===== src/rtl/tld_pkg.sv =====
package tld_pkg;

  // Event strobes raised by the phase control for one channel on one sample.
  typedef struct packed {
    logic hit;   // tone transition inside the timing window
    logic miss;  // tone transition outside the timing window
  } tld_strobe_t;

endpackage


===== src/rtl/tld_phase_ctrl.sv =====
module tld_phase_ctrl
  import tld_pkg::*;
#(
  parameter int ACC_W     = 32,
  parameter int STEP_LOG2 = 29
) (
  input  logic        clk,
  input  logic        rst,
  input  logic        sampleValid,
  input  logic        toneBit,
  output tld_strobe_t stb
);

  localparam logic signed [ACC_W-1:0] STEP    = ACC_W'(1) << STEP_LOG2;
  localparam logic signed [ACC_W-1:0] NEGSTEP = -STEP;

  logic signed [ACC_W-1:0] acc;
  logic signed [ACC_W-1:0] accNext;
  logic                    prevTone;
  logic                    toneChange;
  logic                    nearZero;

  // Advance wraps naturally at the register width.
  assign accNext    = acc + STEP;
  assign nearZero   = (accNext < STEP) && (accNext > NEGSTEP);
  assign toneChange = sampleValid && (toneBit != prevTone);

  always_comb begin
    stb.hit  = toneChange && nearZero;
    stb.miss = toneChange && !nearZero;
  end

  always_ff @(posedge clk) begin
    if (rst) begin
      acc      <= '0;
      prevTone <= 1'b0;
    end else if (sampleValid) begin
      prevTone <= toneBit;
      if (toneChange) acc <= '0;
      else            acc <= accNext;
    end
  end


  idle_hold_chk: assert property (@(posedge clk) disable iff (rst)
    !sampleValid |=> ($stable(acc) && $stable(prevTone)));


  change_zero_chk: assert property (@(posedge clk) disable iff (rst)
    (stb.hit || stb.miss) |=> (acc == '0));


  event_excl_chk: assert property (@(posedge clk) disable iff (rst)
    $onehot0({stb.hit, stb.miss}));

endmodule


===== src/rtl/tld_conf_count.sv =====
module tld_conf_count
  import tld_pkg::*;
#(
  parameter int CNT_W  = 8,
  parameter int INC    = 7,
  parameter int DEC    = 1,
  parameter int MAXCNT = 100,
  parameter int THRESH = 30
) (
  input  logic        clk,
  input  logic        rst,
  input  tld_strobe_t stb,
  output logic        detect
);

  localparam int SW = CNT_W + 1;
  localparam logic [SW-1:0]    INC_W = SW'(INC);
  localparam logic [CNT_W-1:0] DEC_W = CNT_W'(DEC);
  localparam logic [SW-1:0]    MAX_W = SW'(MAXCNT);
  localparam logic [CNT_W-1:0] THR_W = CNT_W'(THRESH);

  logic [CNT_W-1:0] cnt;
  logic [SW-1:0]    sum;
  logic [CNT_W-1:0] cntNext;

  always_comb begin
    sum = {1'b0, cnt};
    if (stb.hit)                     sum = {1'b0, cnt} + INC_W;
    else if (stb.miss && cnt >= DEC_W) sum = {1'b0, cnt - DEC_W};
    if (sum > MAX_W) sum = MAX_W;
    cntNext = sum[CNT_W-1:0];
  end

  always_ff @(posedge clk) begin
    if (rst) begin
      cnt    <= '0;
      detect <= 1'b0;
    end else begin
      cnt    <= cntNext;
      detect <= cntNext > THR_W;
    end
  end


  cnt_ceiling_chk: assert property (@(posedge clk) disable iff (rst)
    {1'b0, cnt} <= MAX_W);


  detect_level_chk: assert property (@(posedge clk) disable iff (rst)
    detect == (cnt > THR_W));


  floor_hold_chk: assert property (@(posedge clk) disable iff (rst)
    (stb.miss && cnt == '0) |=> (cnt == '0));


  hit_rise_chk: assert property (@(posedge clk) disable iff (rst)
    (stb.hit && ({1'b0, cnt} + INC_W <= MAX_W)) |=> ({1'b0, cnt} == {1'b0, $past(cnt)} + INC_W));


  no_event_chk: assert property (@(posedge clk) disable iff (rst)
    (!stb.hit && !stb.miss) |=> $stable(cnt));

endmodule


===== src/rtl/tld_channel.sv =====
module tld_channel
  import tld_pkg::*;
#(
  parameter int ACC_W     = 32,
  parameter int STEP_LOG2 = 29,
  parameter int CNT_W     = 8,
  parameter int INC       = 7,
  parameter int DEC       = 1,
  parameter int MAXCNT    = 100,
  parameter int THRESH    = 30
) (
  input  logic clk,
  input  logic rst,
  input  logic sampleValid,
  input  logic toneBit,
  output logic detect
);

  tld_strobe_t stb;

  tld_phase_ctrl #(
    .ACC_W    (ACC_W),
    .STEP_LOG2(STEP_LOG2)
  ) u_ctrl (
    .clk        (clk),
    .rst        (rst),
    .sampleValid(sampleValid),
    .toneBit    (toneBit),
    .stb        (stb)
  );

  tld_conf_count #(
    .CNT_W (CNT_W),
    .INC   (INC),
    .DEC   (DEC),
    .MAXCNT(MAXCNT),
    .THRESH(THRESH)
  ) u_count (
    .clk   (clk),
    .rst   (rst),
    .stb   (stb),
    .detect(detect)
  );

endmodule


===== src/rtl/tone_lock_detect.sv =====
module tone_lock_detect #(
  parameter int NUM_CH    = 2,
  parameter int ACC_W     = 32,
  parameter int STEP_LOG2 = 29,
  parameter int CNT_W     = 8,
  parameter int INC       = 7,
  parameter int DEC       = 1,
  parameter int MAXCNT    = 100,
  parameter int THRESH    = 30
) (
  input  logic              clk,
  input  logic              rst,
  input  logic              sampleValid,
  input  logic [NUM_CH-1:0] toneBit,
  output logic [NUM_CH-1:0] chDetect,
  output logic              anyDetect
);

  for (genvar g = 0; g < NUM_CH; g++) begin : g_ch
    tld_channel #(
      .ACC_W    (ACC_W),
      .STEP_LOG2(STEP_LOG2),
      .CNT_W    (CNT_W),
      .INC      (INC),
      .DEC      (DEC),
      .MAXCNT   (MAXCNT),
      .THRESH   (THRESH)
    ) u_chan (
      .clk        (clk),
      .rst        (rst),
      .sampleValid(sampleValid),
      .toneBit    (toneBit[g]),
      .detect     (chDetect[g])
    );
  end

  assign anyDetect = |chDetect;


  out_idle_chk: assert property (@(posedge clk) disable iff (rst)
    !sampleValid |=> ($stable(chDetect) && $stable(anyDetect)));


  reset_clear_chk: assert property (@(posedge clk)
    rst |=> (chDetect == '0 && !anyDetect));

endmodule


===== config.mk =====
export PLATFORM = sky130hd
export DESIGN_NAME = tone_lock_detect
export DESIGN_NICKNAME = d
export VERILOG_FILES = /design/src/rtl/tld_pkg.sv /design/src/rtl/tld_phase_ctrl.sv /design/src/rtl/tld_conf_count.sv /design/src/rtl/tld_channel.sv /design/src/rtl/tone_lock_detect.sv
export SDC_FILE = /design/constraint.sdc
export NUM_CORES = 1
export LEC_CHECK = 0
export BUFFER_PORTS_ARGS = -buffer_cell sky130_fd_sc_hd__buf_2
export CAP_MARGIN = 0
export CORE_UTILIZATION = 30
export CTS_CLUSTER_DIAMETER = 150
export DETAILED_ROUTE_END_ITERATION = 16
export PLACE_DENSITY = 0.52
export SETUP_SLACK_MARGIN = 0.5
export SYNTH_ARGS = -nofsm -noshare
export SYNTH_HDL_FRONTEND = slang
export SYNTH_SLANG_ARGS = --single-unit

===== constraint.sdc =====
create_clock -name clk -period 3.2 [get_ports clk]
set_input_delay 0.32 -clock clk [delete_from_list [all_inputs] [get_ports clk]]
set_output_delay 0.32 -clock clk [all_outputs]
set_load 0.005 [all_outputs]

=== After elaboration in Yosys (flattened, before gate mapping) ===
Cells that the tools add are included.

* Register bits: 84
* Bits in latches: 0
* Bits in writable memories: 0
* Memory bits (read-only): 0
* Input bits: 5
* Output and inout port bits: 3
* Logic and storage cells: 47
* Memories: 0

* Add/subtract/negate cells: 6
* Multipliers: 0
* Divide/modulo/power cells: 0
* Magnitude comparators: 10
* Equal/unequal tests: 2
* Shifts and indexed selects: 0
* Multiplexer cells: 8
* Bitwise logic cells: 0
* Reduce and logical (&&, ||, !) cells: 13

{| class="wikitable"
|+ Operator list
! kind !! number
|-
| 32-bit by 31-bit adder with 32-bit output, second input constant || 2
|-
| 32-bit by 30-bit greater-than comparator with 1-bit output, second input constant || 2
|-
| 32-bit by 31-bit < comparator with 1-bit output, second input constant || 2
|-
| 32-bit 2-to-1 mux || 2
|-
| 8-bit 2-to-1 mux || 4
|-
| 8-bit by 3-bit adder with 9-bit output, second input constant || 2
|-
| 9-bit by 7-bit greater-than comparator with 1-bit output, second input constant || 2
|-
| 9-bit 2-to-1 mux || 2
|-
| 8-bit by 1-bit greater-or-equal comparator with 1-bit output, second input constant || 2
|-
| 8-bit by 5-bit greater-than comparator with 1-bit output, second input constant || 2
|-
| 8-bit by 1-bit subtractor with 8-bit output, second input constant || 2
|-
| 1-bit logical AND || 10
|-
| 1-bit logical NOT || 2
|-
| 1-bit inequality test || 2
|-
| 2-bit OR reduction || 1
|}

=== Logic depth before layout (Yosys ltp) ===
* Word-level depth: 11
* Gate-level depth with buffers: 10
* Mapped depth without buffers: 9

=== Cells and area by module ===
A second synthesis with hierarchy kept.

* Cell total of the unflattened synthesis: 246
* Area, all modules: 2,037.0 µm²

{| class="wikitable"
|+ By module, submodules not included
! module !! times used !! cells an instance !! area an instance (µm²) !! seq. area each (µm²)
|-
| tld_conf_count (g_ch[1].u_chan.u_count) || 1 || 101 || 815.8 || 180.2
|-
| tld_conf_count (g_ch[0].u_chan.u_count) || 1 || 90 || 732.0 || 180.2
|-
| tld_phase_ctrl || 2 || 27 || 241.5 || 80.1
|-
| tone_lock_detect || 1 || 1 || 6.3 || 0.0
|}

=== Worst setup path before layout ===
OpenSTA, ideal clock, no wires.

* Path kind: register -> register
* From: register g_ch[0].u_chan.u_ctrl.acc[29]
* To: register g_ch[0].u_chan.u_count.detect
* Library setup time: 81 ps
* Arrival: 2,493 ps
* Required time: 3,119 ps
* Path slack: 627 ps
* Cell stages (with the launch flop): 10
* Path buffers: 0
* Period minus slack after synthesis: 2,573 ps
* Path through: dfxtp_1 -> inv_1 -> ha_1 -> or3_1 -> mux2i_1 -> and3_1 -> o21ai_0 -> xor2_1 -> or4_1 -> a41oi_1

* Word-level cells in the longest chain between the ends: 11
* Elaborated cells on any way between the ends: 13
* Classes of those cells: add/sub (1); order compare (4); mux (3); reduce/logical (5)

{| class="wikitable"
|+ Ends and longest elaborated chain
! element !! RTL line !! text
|-
| start: declaration || tld_phase_ctrl.sv:17 || <nowiki>logic signed [ACC_W-1:0] acc;</nowiki>
|-
| start signal: assignment || tld_phase_ctrl.sv:40 || <nowiki>else acc <= accNext;</nowiki>
|-
| 32-bit by 31-bit adder with 32-bit output (*) || tld_phase_ctrl.sv:24 || <nowiki>assign accNext = acc + STEP;</nowiki>
|-
| 32-bit by 31-bit < comparator with 1-bit output / 32-bit by 30-bit greater-than comparator with 1-bit output (equally long branches) || tld_phase_ctrl.sv:25 || <nowiki>assign nearZero = (accNext < STEP) && (accNext > NEGSTEP);</nowiki>
|-
| 1-bit logical AND (*) || tld_phase_ctrl.sv:25 ||
|-
| 1-bit logical NOT || tld_phase_ctrl.sv:30 || <nowiki>stb.miss = toneChange && !nearZero;</nowiki>
|-
| 1-bit logical AND || tld_phase_ctrl.sv:30 ||
|-
| 1-bit logical AND || tld_conf_count.sv:29 || <nowiki>else if (stb.miss && cnt >= DEC_W) sum = {1'b0, cnt - DEC_W};</nowiki>
|-
| 8-bit 2-to-1 mux || tld_conf_count.sv:29 ||
|-
| 9-bit 2-to-1 mux (*) || tld_conf_count.sv:28 || <nowiki>if (stb.hit) sum = {1'b0, cnt} + INC_W;</nowiki>
|-
| 9-bit by 7-bit greater-than comparator with 1-bit output || tld_conf_count.sv:30 || <nowiki>if (sum > MAX_W) sum = MAX_W;</nowiki>
|-
| 8-bit 2-to-1 mux (*) || tld_conf_count.sv:30 ||
|-
| 8-bit by 5-bit greater-than comparator with 1-bit output (*) || tld_conf_count.sv:40 || <nowiki>detect <= cntNext > THR_W;</nowiki>
|-
| end signal: assignment || tld_conf_count.sv:40 ||
|-
| end: declaration || tld_conf_count.sv:13 || <nowiki>output logic detect</nowiki>
|}

Every way passes the cells marked *; elsewhere a longest branch is shown, timed or not.
A chain may end at the register's enable or synchronous reset.

=== Worst setup path after layout ===
* From: register g_ch[0].u_chan.u_ctrl.acc[29]
* To: register g_ch[0].u_chan.u_count.cnt[2]

* Word-level cells in the longest chain between the ends: 10
* Elaborated cells on any way between the ends: 12
* Classes of those cells: add/sub (1); order compare (3); mux (3); reduce/logical (5)

{| class="wikitable"
|+ Ends and longest elaborated chain
! element !! RTL line !! text
|-
| 32-bit by 31-bit adder with 32-bit output (*) || tld_phase_ctrl.sv:24 ||
|-
| 32-bit by 31-bit < comparator with 1-bit output / 32-bit by 30-bit greater-than comparator with 1-bit output (equally long branches) || tld_phase_ctrl.sv:25 ||
|-
| 1-bit logical AND (*) || tld_phase_ctrl.sv:25 ||
|-
| 1-bit logical NOT || tld_phase_ctrl.sv:30 ||
|-
| 1-bit logical AND || tld_phase_ctrl.sv:30 ||
|-
| 1-bit logical AND || tld_conf_count.sv:29 ||
|-
| 8-bit 2-to-1 mux || tld_conf_count.sv:29 ||
|-
| 9-bit 2-to-1 mux (*) || tld_conf_count.sv:28 ||
|-
| 9-bit by 7-bit greater-than comparator with 1-bit output || tld_conf_count.sv:30 ||
|-
| 8-bit 2-to-1 mux (*) || tld_conf_count.sv:30 ||
|-
| end signal: assignment || tld_conf_count.sv:39 || <nowiki>cnt <= cntNext;</nowiki>
|-
| end: declaration || tld_conf_count.sv:22 || <nowiki>logic [CNT_W-1:0] cnt;</nowiki>
|}

Marked as above.

==> results.ini <==
[run_status]
status = completed

[synth]
synth_area_mm2 = 0.00186
yosysWarnings = 0
synth_edf_count = 0
synthFlopType = dfxtp_1
synth.avg_cell_area_um2 = 8.14
ys_seq_area_share_pct = 28.1
synth_cell_types = 61
ys_async_sr_fraction_pct = 0
synth_seq_cells = 26
syn-instance-count = 228

[clock_network]
path_clk_slew_ps = 100
numCtsBuffers = 3
cts.sinks = 26
clock_path_buffers = 2
cts_tree = done
cts-root-buf = clkbuf_8
cts_htree_levels = 1
hold_buffers = 0
clk_latency_ps = 280

[critical_path]
cp.arrival_ps = 2790
cp_max_fo = 7
crit_family = simple AND/OR/NAND/NOR gates
crit_slowest_cell = or3_1
crit_type = reg2reg
crit_buf_inv = 1
startpoint_type = flip-flop
worstPathRequired_ps = 3410
cp-end-kind = flip-flop
path_cells = inv_1 -> ha_4 -> or3_4 -> mux2_4 -> or3_1 -> a21oi_2 -> xnor2_2 -> a211o_1 -> a31oi_1
critPathMaxStageDelay_ps = 400

[finish]
drive_above_1_share_pct = 21.4
nNetsFinal = 248
fill_cells = 621
area_growth_pct = 16.1
fin_util_pct = 36.2
final_cell_mix = dfxtp_1, nor2_1, nor3_1, a21oi_1, nand2_1
final_area_mm2 = 0.00215
diodes = 0
final_common_cell = dfxtp_1

[placed_design]
portBuffers = 7
hpwl_mm = 2.88
placed_cell_area_mm2 = 0.00194
routabilityCongestion = 0.809

[die]
coreArea_mm2 = 0.00596
fp.dieW_um = 80.6
row_count = 28
initial_utilization_pct = 31.2
dieArea_mm2 = 0.00650
ioPinCount = 8
die_y_um = 80.6

[timing]
finalSetupViolations = 0
finalSetupTns_ps = 0
drv_slew = 0
fmax_mhz = 388
rsz0062_at_grt = false
worst_pin_slew_ps = 616
fin_crit_sh_pct = 80.6
skew_ps = 9.33
hold_viol = 0
relSlewSlack_pct = 58.6
min_period_ps = 2580

[pwr]
power.share.clock_pct = 27.3
peakVddDrop_mv = 0.272
p_sw_uw = 347
p_int_uw = 672
power_frac_comb_pct = 33.9
totalPowerFinal_mw = 1.02
p_per_area_mw_per_mm2 = 473
leakage_nw = 0.803
p_seq_share_pct = 38.8
switching_share_pct = 34.1

[detailed_routing]
drc = 0
antenna_left = 0
drt_wl_total_mm = 4.19
viasPerCell = 5.34
wl_per_cell_um = 13.6
vias = 1649
drtIter0Drc = 162
drtPass1Iterations = 4

[global_route]
grt.total_usage_pct = 12.9
grt_overflow = 0
grt_pass1_vias = 1489
grt_pass1_wl_mm = 6.63
grt_max_degree = 18
antenna_found_initial = 0

[min_path]
min_path_type = in2reg

[flow_run]
cap_viol_max_count = 0

==> path summary, 6_finish.rpt <==
kind,cells past startpoint,slack [ps],startpoint,endpoint
worst max-delay path,9,620,g_ch[0].u_chan.u_ctrl.acc[29],g_ch[0].u_chan.u_count.cnt[2]
worst min-delay path,3,310,toneBit[0],g_ch[0].u_chan.u_ctrl.prevTone
worst max register to register,9,620,g_ch[0].u_chan.u_ctrl.acc[29],g_ch[0].u_chan.u_count.cnt[2]
worst min register to register,2,520,g_ch[1].u_chan.u_ctrl.acc[30],g_ch[1].u_chan.u_ctrl.acc[30]
==> layout make-up <==
class | instances | area, um^2 | area share (%)
inverter | 13 | 48.8 | 2.26
timing repair buffer | 11 | 65.1 | 3.02
multi-input combinational | 180 | 1350 | 62.7
clock buffer | 3 | 41.3 | 1.92
clock inverter | 1 | 30.0 | 1.39
tap | 75 | 93.8 | 4.36
sequential | 26 | 524 | 24.3
==> flip-flops by register name, indices dropped and copies added (netlist names) <==
signal                       count
g_ch.u_chan.u_ctrl.prevTone      2
g_ch.u_chan.u_count.detect       2
g_ch.u_chan.u_ctrl.acc           6
g_ch.u_chan.u_count.cnt         16
==> logic make-up after synthesis <==
logic type / Yosys count / synth area share (%)
mux: 11 / 6.00
flops: 26 / 28.1
buf+inv: 23 / 5.66
simple gates: 99 / 30.6
compound gates: 48 / 18.0
other cells: 1 / 0.202
fa+ha+maj: 8 / 5.39
xor+xnor: 12 / 6.07
==> cell usage after synthesis (4+ instances only) <==
library cell / count / area [um^2]
a21oi_1: 15 / 75.1
a31oi_1: 4 / 25.0
and3_1: 4 / 25.0
clkbuf_1: 4 / 15.0
dfxtp_1: 26 / 521
ha_1: 8 / 100
inv_1: 12 / 45.0
mux2i_1: 10 / 100
nand2_1: 15 / 56.3
nand3_1: 4 / 20.0
nor2_1: 25 / 93.8
nor3_1: 17 / 85.1
nor4_1: 4 / 25.0
o21ai_0: 5 / 25.0
xnor2_1: 6 / 52.6
xor2_1: 5 / 43.8
==> metrics by stage <==
stage               hold WS (ps)  worst slack, ps  instances
floorplan                    467              627        229
global placement             494              480        302
detailed placement           506              427        302
CTS                          306              516        307
global route                 322              474        309
finish                       307              622        309
==> power groups by stage <==
stage	Clock (mW)	Sequential, mW	Combinational, mW
CTS	0.283	0.392	0.315
finish	0.279	0.395	0.345
global route	0.301	0.401	0.384
global placement	0	0.401	0.308
detailed placement	0	0.400	0.306
floorplan	0	0.385	0.262
==> layer usage <==
metal | share of wire, % | global-route usage [%] | vias up
met5 | 0 | 0 | -
met4 | 1.3 | 3.04 | 0
met3 | 2.1 | 2.05 | 4
met2 | 46 | 21.6 | 29
met1 | 51 | 17.0 | 775
li1 | - | - | 841
==> worst register-to-register path, delay by kind of cell (launching register included) <==
family                   cells  cell delay, ps
AO/OA/AOI/OAI                3             580
XOR/XNOR                     1             140
adder cells (fa/ha/maj)      1             240
buffers and inverters        1              70
flip-flops                   1             380
multiplexers                 1             330
AND/OR/NAND/NOR              2             780
==> timing repair <==
action	CTS	global route
setup endpoints to repair	3	14
setup buffers	1	2
pin swaps	1	5
gates resized for setup	5	19
(Power assumes the default switching activity.)
